`config.mk`:
```
export PLATFORM = sky130hd
export DESIGN_NAME = alarm_compare_unit
export DESIGN_NICKNAME = d
export VERILOG_FILES = /design/src/rtl/alarm_cmp_pkg.sv /design/src/rtl/alarm_word_bank.sv /design/src/rtl/alarm_field_cmp.sv /design/src/rtl/alarm_match_pulse.sv /design/src/rtl/alarm_compare_unit.sv
export SDC_FILE = /design/constraint.sdc
export NUM_CORES = 1
export LEC_CHECK = 0
export BUFFER_PORTS_ARGS = -buffer_cell sky130_fd_sc_hd__buf_2
export CAP_MARGIN = 20
export CORE_UTILIZATION = 57
export DETAILED_ROUTE_END_ITERATION = 8
export PLACE_DENSITY_LB_ADDON = 0.3
export SLEW_MARGIN = 20
export SYNTH_ARGS = -nofsm -noshare
export SYNTH_HDL_FRONTEND = slang
export SYNTH_SLANG_ARGS = --single-unit
```
`constraint.sdc`:
```
create_clock -name clk -period 2.7 [get_ports clk]
set_input_delay 0.54 -clock clk [delete_from_list [all_inputs] [get_ports clk]]
set_output_delay 0.54 -clock clk [all_outputs]
set_load 0.05 [all_outputs]
```
`src/rtl/alarm_cmp_pkg.sv`:
```
package alarm_cmp_pkg;

    localparam int NUM_FIELDS = 8;
    localparam int DATA_W     = 8;
    localparam int ADDR_W     = 5;
    localparam int MAX_W      = DATA_W - 1;

    localparam int W_HSEC  = 7;
    localparam int W_SEC   = 6;
    localparam int W_MIN   = 6;
    localparam int W_HOUR  = 5;
    localparam int W_DATE  = 5;
    localparam int W_MONTH = 4;
    localparam int W_YEAR  = 7;
    localparam int W_DOW   = 3;

    // Register order; the day-of-week slot must land on 0x0F
    typedef enum logic [2:0] {
        FLD_HSEC  = 3'd0,
        FLD_SEC   = 3'd1,
        FLD_MIN   = 3'd2,
        FLD_HOUR  = 3'd3,
        FLD_DATE  = 3'd4,
        FLD_MONTH = 3'd5,
        FLD_YEAR  = 3'd6,
        FLD_DOW   = 3'd7
    } field_e;

    typedef struct packed {
        logic             ignore;
        logic [MAX_W-1:0] value;
    } alarm_word_t;

    function automatic int field_width(input int idx);
        case (idx)
            FLD_HSEC:  return W_HSEC;
            FLD_SEC:   return W_SEC;
            FLD_MIN:   return W_MIN;
            FLD_HOUR:  return W_HOUR;
            FLD_DATE:  return W_DATE;
            FLD_MONTH: return W_MONTH;
            FLD_YEAR:  return W_YEAR;
            default:   return W_DOW;
        endcase
    endfunction

    function automatic int total_storage_bits();
        int acc;
        acc = 0;
        for (int i = 0; i < NUM_FIELDS; i++) acc += field_width(i) + 1;
        return acc;
    endfunction

endpackage

```
`src/rtl/alarm_word_bank.sv`:
```
module alarm_word_bank
    import alarm_cmp_pkg::*;
#(
    parameter int BASE_ADDR = 8
) (
    input  logic                              clk,
    input  logic                              rst,
    input  logic                              wr_en,
    input  logic [ADDR_W-1:0]                 addr,
    input  logic [DATA_W-1:0]                 wr_data,
    output logic [DATA_W-1:0]                 rd_data,
    output alarm_word_t [NUM_FIELDS-1:0]      words_o
);

    logic [NUM_FIELDS-1:0] sel;

    for (genvar i = 0; i < NUM_FIELDS; i++) begin : g_field
        localparam int W = field_width(i);

        logic         ign_q;
        logic [W-1:0] val_q;

        assign sel[i] = (addr == ADDR_W'(BASE_ADDR + i));

        always_ff @(posedge clk) begin
            if (rst) begin
                ign_q <= 1'b1;
                val_q <= '0;
            end else if (wr_en && sel[i]) begin
                ign_q <= wr_data[DATA_W-1];
                val_q <= wr_data[W-1:0];
            end
        end

        assign words_o[i].ignore = ign_q;
        assign words_o[i].value  = MAX_W'(val_q);

        // a write to this slot lands in its ignore flag
        p_write_lands_r2: assert property (@(posedge clk) disable iff (rst)
            (wr_en && sel[i]) |=> (words_o[i].ignore == $past(wr_data[DATA_W-1])))
            else $error("p_write_lands_r2");
    end

    always_comb begin
        rd_data = '0;
        for (int i = 0; i < NUM_FIELDS; i++) begin
            if (sel[i]) rd_data = words_o[i];
        end
    end

    // without a write to a mapped slot the stored words do not move
    p_hold_r4: assert property (@(posedge clk) disable iff (rst)
        !(wr_en && (|sel)) |=> $stable(words_o))
        else $error("p_hold_r4");

    // bits between value and ignore flag never read as 1
    p_unused_zero_r3: assert property (@(posedge clk) disable iff (rst)
        sel[FLD_DOW] |-> (rd_data[MAX_W-1:W_DOW] == '0))
        else $error("p_unused_zero_r3");

endmodule

```
`src/rtl/alarm_field_cmp.sv`:
```
module alarm_field_cmp
    import alarm_cmp_pkg::*;
(
    input  alarm_word_t       word_i,
    input  logic [MAX_W-1:0]  live_i,
    output logic              hit_o
);

    always_comb begin
        hit_o = word_i.ignore || (word_i.value == live_i);
    end

endmodule

```
`src/rtl/alarm_match_pulse.sv`:
```
module alarm_match_pulse
    import alarm_cmp_pkg::*;
(
    input  logic                  clk,
    input  logic                  rst,
    input  logic                  tick_i,
    input  logic [NUM_FIELDS-1:0] hits_i,
    output logic                  pulse_o
);

    logic match;

    always_comb match = &hits_i;

    always_ff @(posedge clk) begin
        if (rst) pulse_o <= 1'b0;
        else     pulse_o <= tick_i && match;
    end

    // a pulse only follows a tick
    p_pulse_after_tick_r6: assert property (@(posedge clk) disable iff (rst)
        pulse_o |-> $past(tick_i))
        else $error("p_pulse_after_tick_r6");

    // a pulse only follows a full match of the field comparators
    p_pulse_needs_match_r5: assert property (@(posedge clk) disable iff (rst)
        pulse_o |-> $past(&hits_i))
        else $error("p_pulse_needs_match_r5");

    // all comparators agreeing on a tick must give a pulse
    p_tick_match_pulses_r7: assert property (@(posedge clk) disable iff (rst)
        (tick_i && (&hits_i)) |=> pulse_o)
        else $error("p_tick_match_pulses_r7");

endmodule

```
`src/rtl/alarm_compare_unit.sv`:
```
module alarm_compare_unit
    import alarm_cmp_pkg::*;
#(
    parameter int BASE_ADDR = 8
) (
    input  logic                clk,
    input  logic                rst,
    input  logic                tick,
    input  logic [W_HSEC-1:0]   live_hsec,
    input  logic [W_SEC-1:0]    live_sec,
    input  logic [W_MIN-1:0]    live_min,
    input  logic [W_HOUR-1:0]   live_hour,
    input  logic [W_DATE-1:0]   live_date,
    input  logic [W_MONTH-1:0]  live_month,
    input  logic [W_YEAR-1:0]   live_year,
    input  logic [W_DOW-1:0]    live_dow,
    input  logic [ADDR_W-1:0]   reg_addr,
    input  logic                reg_wr_en,
    input  logic [DATA_W-1:0]   reg_wdata,
    output logic [DATA_W-1:0]   reg_rdata,
    output logic                alarm_pulse
);

    localparam int STORAGE_BITS = total_storage_bits();

    alarm_word_t [NUM_FIELDS-1:0]  words;
    logic [NUM_FIELDS-1:0][MAX_W-1:0] live_vec;
    logic [NUM_FIELDS-1:0]         hits;

    assign live_vec[FLD_HSEC]  = MAX_W'(live_hsec);
    assign live_vec[FLD_SEC]   = MAX_W'(live_sec);
    assign live_vec[FLD_MIN]   = MAX_W'(live_min);
    assign live_vec[FLD_HOUR]  = MAX_W'(live_hour);
    assign live_vec[FLD_DATE]  = MAX_W'(live_date);
    assign live_vec[FLD_MONTH] = MAX_W'(live_month);
    assign live_vec[FLD_YEAR]  = MAX_W'(live_year);
    assign live_vec[FLD_DOW]   = MAX_W'(live_dow);

    alarm_word_bank #(.BASE_ADDR(BASE_ADDR)) u_bank (
        .clk     (clk),
        .rst     (rst),
        .wr_en   (reg_wr_en),
        .addr    (reg_addr),
        .wr_data (reg_wdata),
        .rd_data (reg_rdata),
        .words_o (words)
    );

    for (genvar i = 0; i < NUM_FIELDS; i++) begin : g_cmp
        alarm_field_cmp u_cmp (
            .word_i (words[i]),
            .live_i (live_vec[i]),
            .hit_o  (hits[i])
        );
    end

    alarm_match_pulse u_pulse (
        .clk     (clk),
        .rst     (rst),
        .tick_i  (tick),
        .hits_i  (hits),
        .pulse_o (alarm_pulse)
    );

    // storage sums to 51 bits
    initial begin
        p_storage_bits_r3: assert (STORAGE_BITS == 51)
            else $error("p_storage_bits_r3");
    end

    // the cycle after reset the output is quiet
    p_reset_quiet_r1: assert property (@(posedge clk)
        rst |=> !alarm_pulse)
        else $error("p_reset_quiet_r1");

endmodule

```
* Yosys cells after proc, flatten, opt, wreduce, memory -nomap -nowiden
Cells that the tools add are included.
Operators by class: shifts and indexed selects 0, $mul 0, $lt $le $gt $ge 0, reduce and logical (&&, ||, !) cells 18, eq/ne operators 16, bitwise logic cells 0, divide/modulo/power cells 0, muxes and demuxes 8, $add $sub $neg 0
Operators with widths (count):
- 8-bit two-way mux | 8
- 5-bit by 4-bit equality test with 1-bit output, second input constant | 8
- 7-bit equality test | 2
- 6-bit equality test | 2
- 5-bit equality test | 2
- 1-bit logical AND | 9
- 1-bit logical OR | 8
- 8-bit AND reduction | 1
- 4-bit equality test | 1
- 3-bit equality test | 1
Word-level totals: bits in latches 0, memories 0, output and inout bits 9, bits in registers 52, memory bits (read-only) 0, bits in writable memories 0, logic and storage cells 59

* Depth between registers and ports, before layout
depth after elaboration 9, gate-level depth with buffers 7, depth with buffers taken out 5

* Cells and area by module
A second synthesis with hierarchy kept.
Unflattened totals: cells, all modules 393, area, all modules 3370.7 µm²
By module, submodules not included:
- alarm_word_bank | area each 2697.6 µm², instances 1, cells an instance 315
- alarm_field_cmp | area each 77.6 µm², instances 8, cells an instance 9
- alarm_match_pulse | area each 48.8 µm², instances 1, cells an instance 5
- alarm_compare_unit | area each 3.8 µm², instances 1, cells an instance 1

* Worst setup path before layout
OpenSTA, ideal clock, no wires.
path kind input -> output, from input reg_addr[1], to output reg_rdata[6], required time 2160 ps, data arrival time 2297 ps, slack -137 ps, stages 4, cells stage by stage buf_1 -> buf_2 -> a31oi_1 -> nor3_1
On the way: longest elaborated chain between the ends 9, elaborated cells between the ends (all ways) 16, those cells by class eq/ne: 8; mux: 8
RTL lines:
- from (decl) | line alarm_compare_unit.sv:17 | input logic [ADDR_W-1:0] reg_addr,
- 5-bit by 4-bit equality test with 1-bit output | line alarm_word_bank.sv:23 | assign sel[i] = (addr == ADDR_W'(BASE_ADDR + i));
- 8-bit two-way mux (7 in series) | line alarm_word_bank.sv:47 | if (sel[i]) rd_data = words_o[i];
- 8-bit two-way mux (*) | line alarm_word_bank.sv:47
- to (decl) | line alarm_compare_unit.sv:20 | output logic [DATA_W-1:0] reg_rdata,
Mark *: on every way between the ends. The rest lies on a longest branch, timed or not.

* Worst setup path in the final report
from input reg_addr[0], to output reg_rdata[1]
The elaborated chain is that of the path after synthesis.

==> metrics.md <==
| Metric | Value |
|---|---|
| Tmin final | `approximately 2.6 ns` |
| Remaining DRCs | `0` |
| Clock root cell | `clkbuf_8` |
| Fin Setup TNS | `0 ns` |
| Die span in x | `between 70 and 80 um` |
| Gpl congestion | `roughly 0.87` |
| Clock Path Buffers | `2` |
| Placed cell area | `0.00322 mm^2` |
| Final WS setup | `between 0.1 and 0.15 ns` |
| Cells after Synth | `300` |
| Worst R2R Path Depth | `5` |
| Drt initial violations | `approximately 180` |
| Initial Utilization | `0.595` |
| Share of the synthesized area in the top cell type | `0.368` |
| Vias per inst | `about 5.8` |
| Crit path DAT | `slightly above 2 ns` |
| Worst vdd ir | `roughly 0.00031 V` |
| GRT Total Usage | `0.303` |
| Cell family with the largest share of critical-path delay | `multiplexers` |
| Die height | `a little over 70 um` |
| Yosys cell types | `32` |
| Worst slew pin tran | `between 0.8 and 0.9 ns` |
| Syn_nets | `between 300 and 400` |
| R2R Path Start | `u_bank.g_field[2].val_q[1]$_SDFFE_PP0P_` |
| WP data required | `around 2.2 ns` |
| Pwr Density | `430 mW/mm^2` |
| Final core utilization | `0.697` |
| Min-delay worst type | `flip-flop to flip-flop` |
| Hold path startpoint | `u_bank.g_field[2].val_q[0]$_SDFFE_PP0P_` |
| Most frequent cells in the layout | `buf_2 (68), dfxtp_1 (52), nor2_1 (42), mux2i_1 (40), xor2_1 (22)` |
| Antenna violations before repair | `0` |
| WP depth | `5` |
| Final setup fails | `0` |
| Synth-to-Final Area Change | `17.1%` |
| Fin nets | `around 420` |
| Crit Path Max Fanout | `21` |
| Leading area contributor after synthesis | `dfxtp_1` |
| # hold bufs at CTS | `0` |
| Cell mode on critical path | `buf_2` |
| Clk Latency, worst-skew pair | `roughly 0.3 ns` |
| # IOs | `a little under 70` |
| Final WL | `~7400 um` |
| CP max-delay cell | `mux4_1` |
| Fin cells | `between 400 and 500` |
| Setup Skew | `roughly 0.0035 ns` |
| Post-synthesis register bit count | `52` |
| Mean Syn Cell Area | `9.43 um^2` |
| Unrepaired setup endpoints after global routing | `false` |
| Post-synthesis sequential area ratio | `0.368` |
| Num CTS Buffers | `5` |
| Antenna cells | `0` |
| Design area | `between 0.003 and 0.004 mm^2` |
| Post-CTS setup buffers | `0` |
| Core footprint | `~0.0048 mm^2` |
| Synth Warn # | `0` |
| Worst path max stage delay | `roughly 0.63 ns` |
| Synth Cell Area | `roughly 0.0028 mm^2` |
| Worst-path clk slew | `~0.090 ns` |
| GRT overflow | `0` |
| CTS tree | `yes` |
| Detail Placement HPWL | `5690 um` |
| Beginning of the critical path | `reg_addr[0]` |
| Outcome | `completed` |
| Max-slew violation count | `0` |
| Fillers | `393` |
| CTS resizes | `0` |
| Ranking of synthesized cells by area | `dfxtp_1 (37%), mux2i_1 (14%), mux4_2 (7.2%), xor2_1 (6.8%), xnor2_1 (6.5%)` |
| Port Buffers | `68` |
| CP endpoint | `reg_rdata[1]` |
| Setup crit end kind | `output port` |
| Startpoint Class | `input port` |
| Most common cell after layout, fill and taps aside | `buf_2` |
| Crit share post-route | `0.947` |
| Largest net degree at the start of global routing | `37` |
| CTS H-Tree Depth | `2` |
| Max Fclk | `between 300 and 400 MHz` |
| Initial DRT Pass Iterations | `4` |
| DIE AREA | `between 0.005 and 0.006 mm^2` |
| Bufs and invs on worst path | `2` |
| Vias in the first global route | `2,417` |
| Pre-CTS setup slack | `between 0.1 and 0.15 ns` |
| R2R Path End | `u_pulse.pulse_o$_SDFF_PP0_` |
| First-pass GRT wire length | `11,800 um` |
| Static Leak | `around 1.4 nW` |
| Via count | `2,468` |
| Max-Cap Viols | `0` |
| Placed cells | `421` |
| Wire per inst | `17.3 um` |
| Worst-path cell chain | `buf_2, mux4_1, mux2i_1, nor2_1, buf_2` |
| Num rows | `25` |
| R2R setup slack | `0.54 ns` |
| CP Class | `input port to output port` |
| Fin. Hold Viols | `0` |
| Rel. slew slack | `0.450` |
| Share of post-route cells with drive strength above 1 | `0.268` |
| Clock Sinks | `52` |
| ANT nets after route | `0` |
## routing by layer
layer | global-route usage | vias up | wire length, um
li1 | - | 1173 | -
met1 | 0.380 | 1196 | 3180
met2 | 0.538 | 87 | 3740
met3 | 0.0458 | 12 | 387
met4 | 0.0871 | 0 | 133
met5 | 0 | - | 0
## through the flow
step / hold slack [ns] / power [W]
2_1_floorplan: 0.454 / 0.000900
3_3_place_gp: 0.473 / 0.000977
3_5_place_dp: 0.487 / 0.000982
4_1_cts: 0.501 / 0.00142
5_1_grt: 0.526 / 0.00147
6_report: 0.501 / 0.00142
## worst register-to-register path: stages (launching register included)
cell,delay [ns]
dfxtp_1,0.36
xor2_1,0.18
nor4_1,0.52
a31oi_1,0.15
or4_1,0.58
nor4_2,0.28
## flip-flops by register name, summed over array words and instances (netlist names)
register,flops
u_pulse.pulse_o,1
u_bank.g_field.val_q,43
u_bank.g_field.ign_q,8
## cells in the mapped netlist (all sizes together)
cell type,n
dfxtp,52
nor2,42
mux2i,40
xor2,22
nand2,21
xnor2,21
nand3,15
a21oi,14
clkbuf,12
mux4,10
buf,8
a31oi,6
nor4,5
a211o,4
nor2b,4
nor3b,4
a41oi,3
nor3,3
inv,2
nand2b,2
nand3b,2
o211ai,2
and3,1
nand4b,1
o21a,1
o21ai,1
or4,1
or4b,1
## worst min-delay path by stage
stage	to	cells after the start
floorplan	u_bank.g_field[1].ign_q$_SDFFE_PP1P_	1
global route	u_bank.g_field[2].val_q[5]$_SDFFE_PP0P_	3
finish	u_bank.g_field[2].val_q[0]$_SDFFE_PP0P_	2
global placement	u_bank.g_field[3].ign_q$_SDFFE_PP1P_	2
CTS	u_bank.g_field[2].val_q[0]$_SDFFE_PP0P_	2
detailed placement	u_bank.g_field[2].val_q[4]$_SDFFE_PP0P_	2
## area by class of cell
type / instances / area [um^2] / area share
clock buffers: 6 / 82.6 / 0.0249
clock inverters: 2 / 10.0 / 0.00302
inverters: 2 / 7.51 / 0.00227
multi-input cells: 226 / 1700 / 0.514
flip-flops and latches: 52 / 1040 / 0.314
well taps: 67 / 83.8 / 0.0253
repair buffers: 74 / 385 / 0.116
## logic make-up after synthesis
family	Yosys count	share of synthesized area
and+or+nand+nor	102	0.175
AOI/OAI and AO/OA	31	0.0694
DFF	52	0.368
xor gates and xnor gates	43	0.133
muxes	50	0.222
buffers and inverters	22	0.0323
## report_power, final
group / internal, W / switching (W)
Combinational: 0.0000809 / 0.000106
Clock: 0.000205 / 0.000252
Sequential: 0.000774 / 0.00000639
No activity file was read; power rests on OpenSTA's default activity.
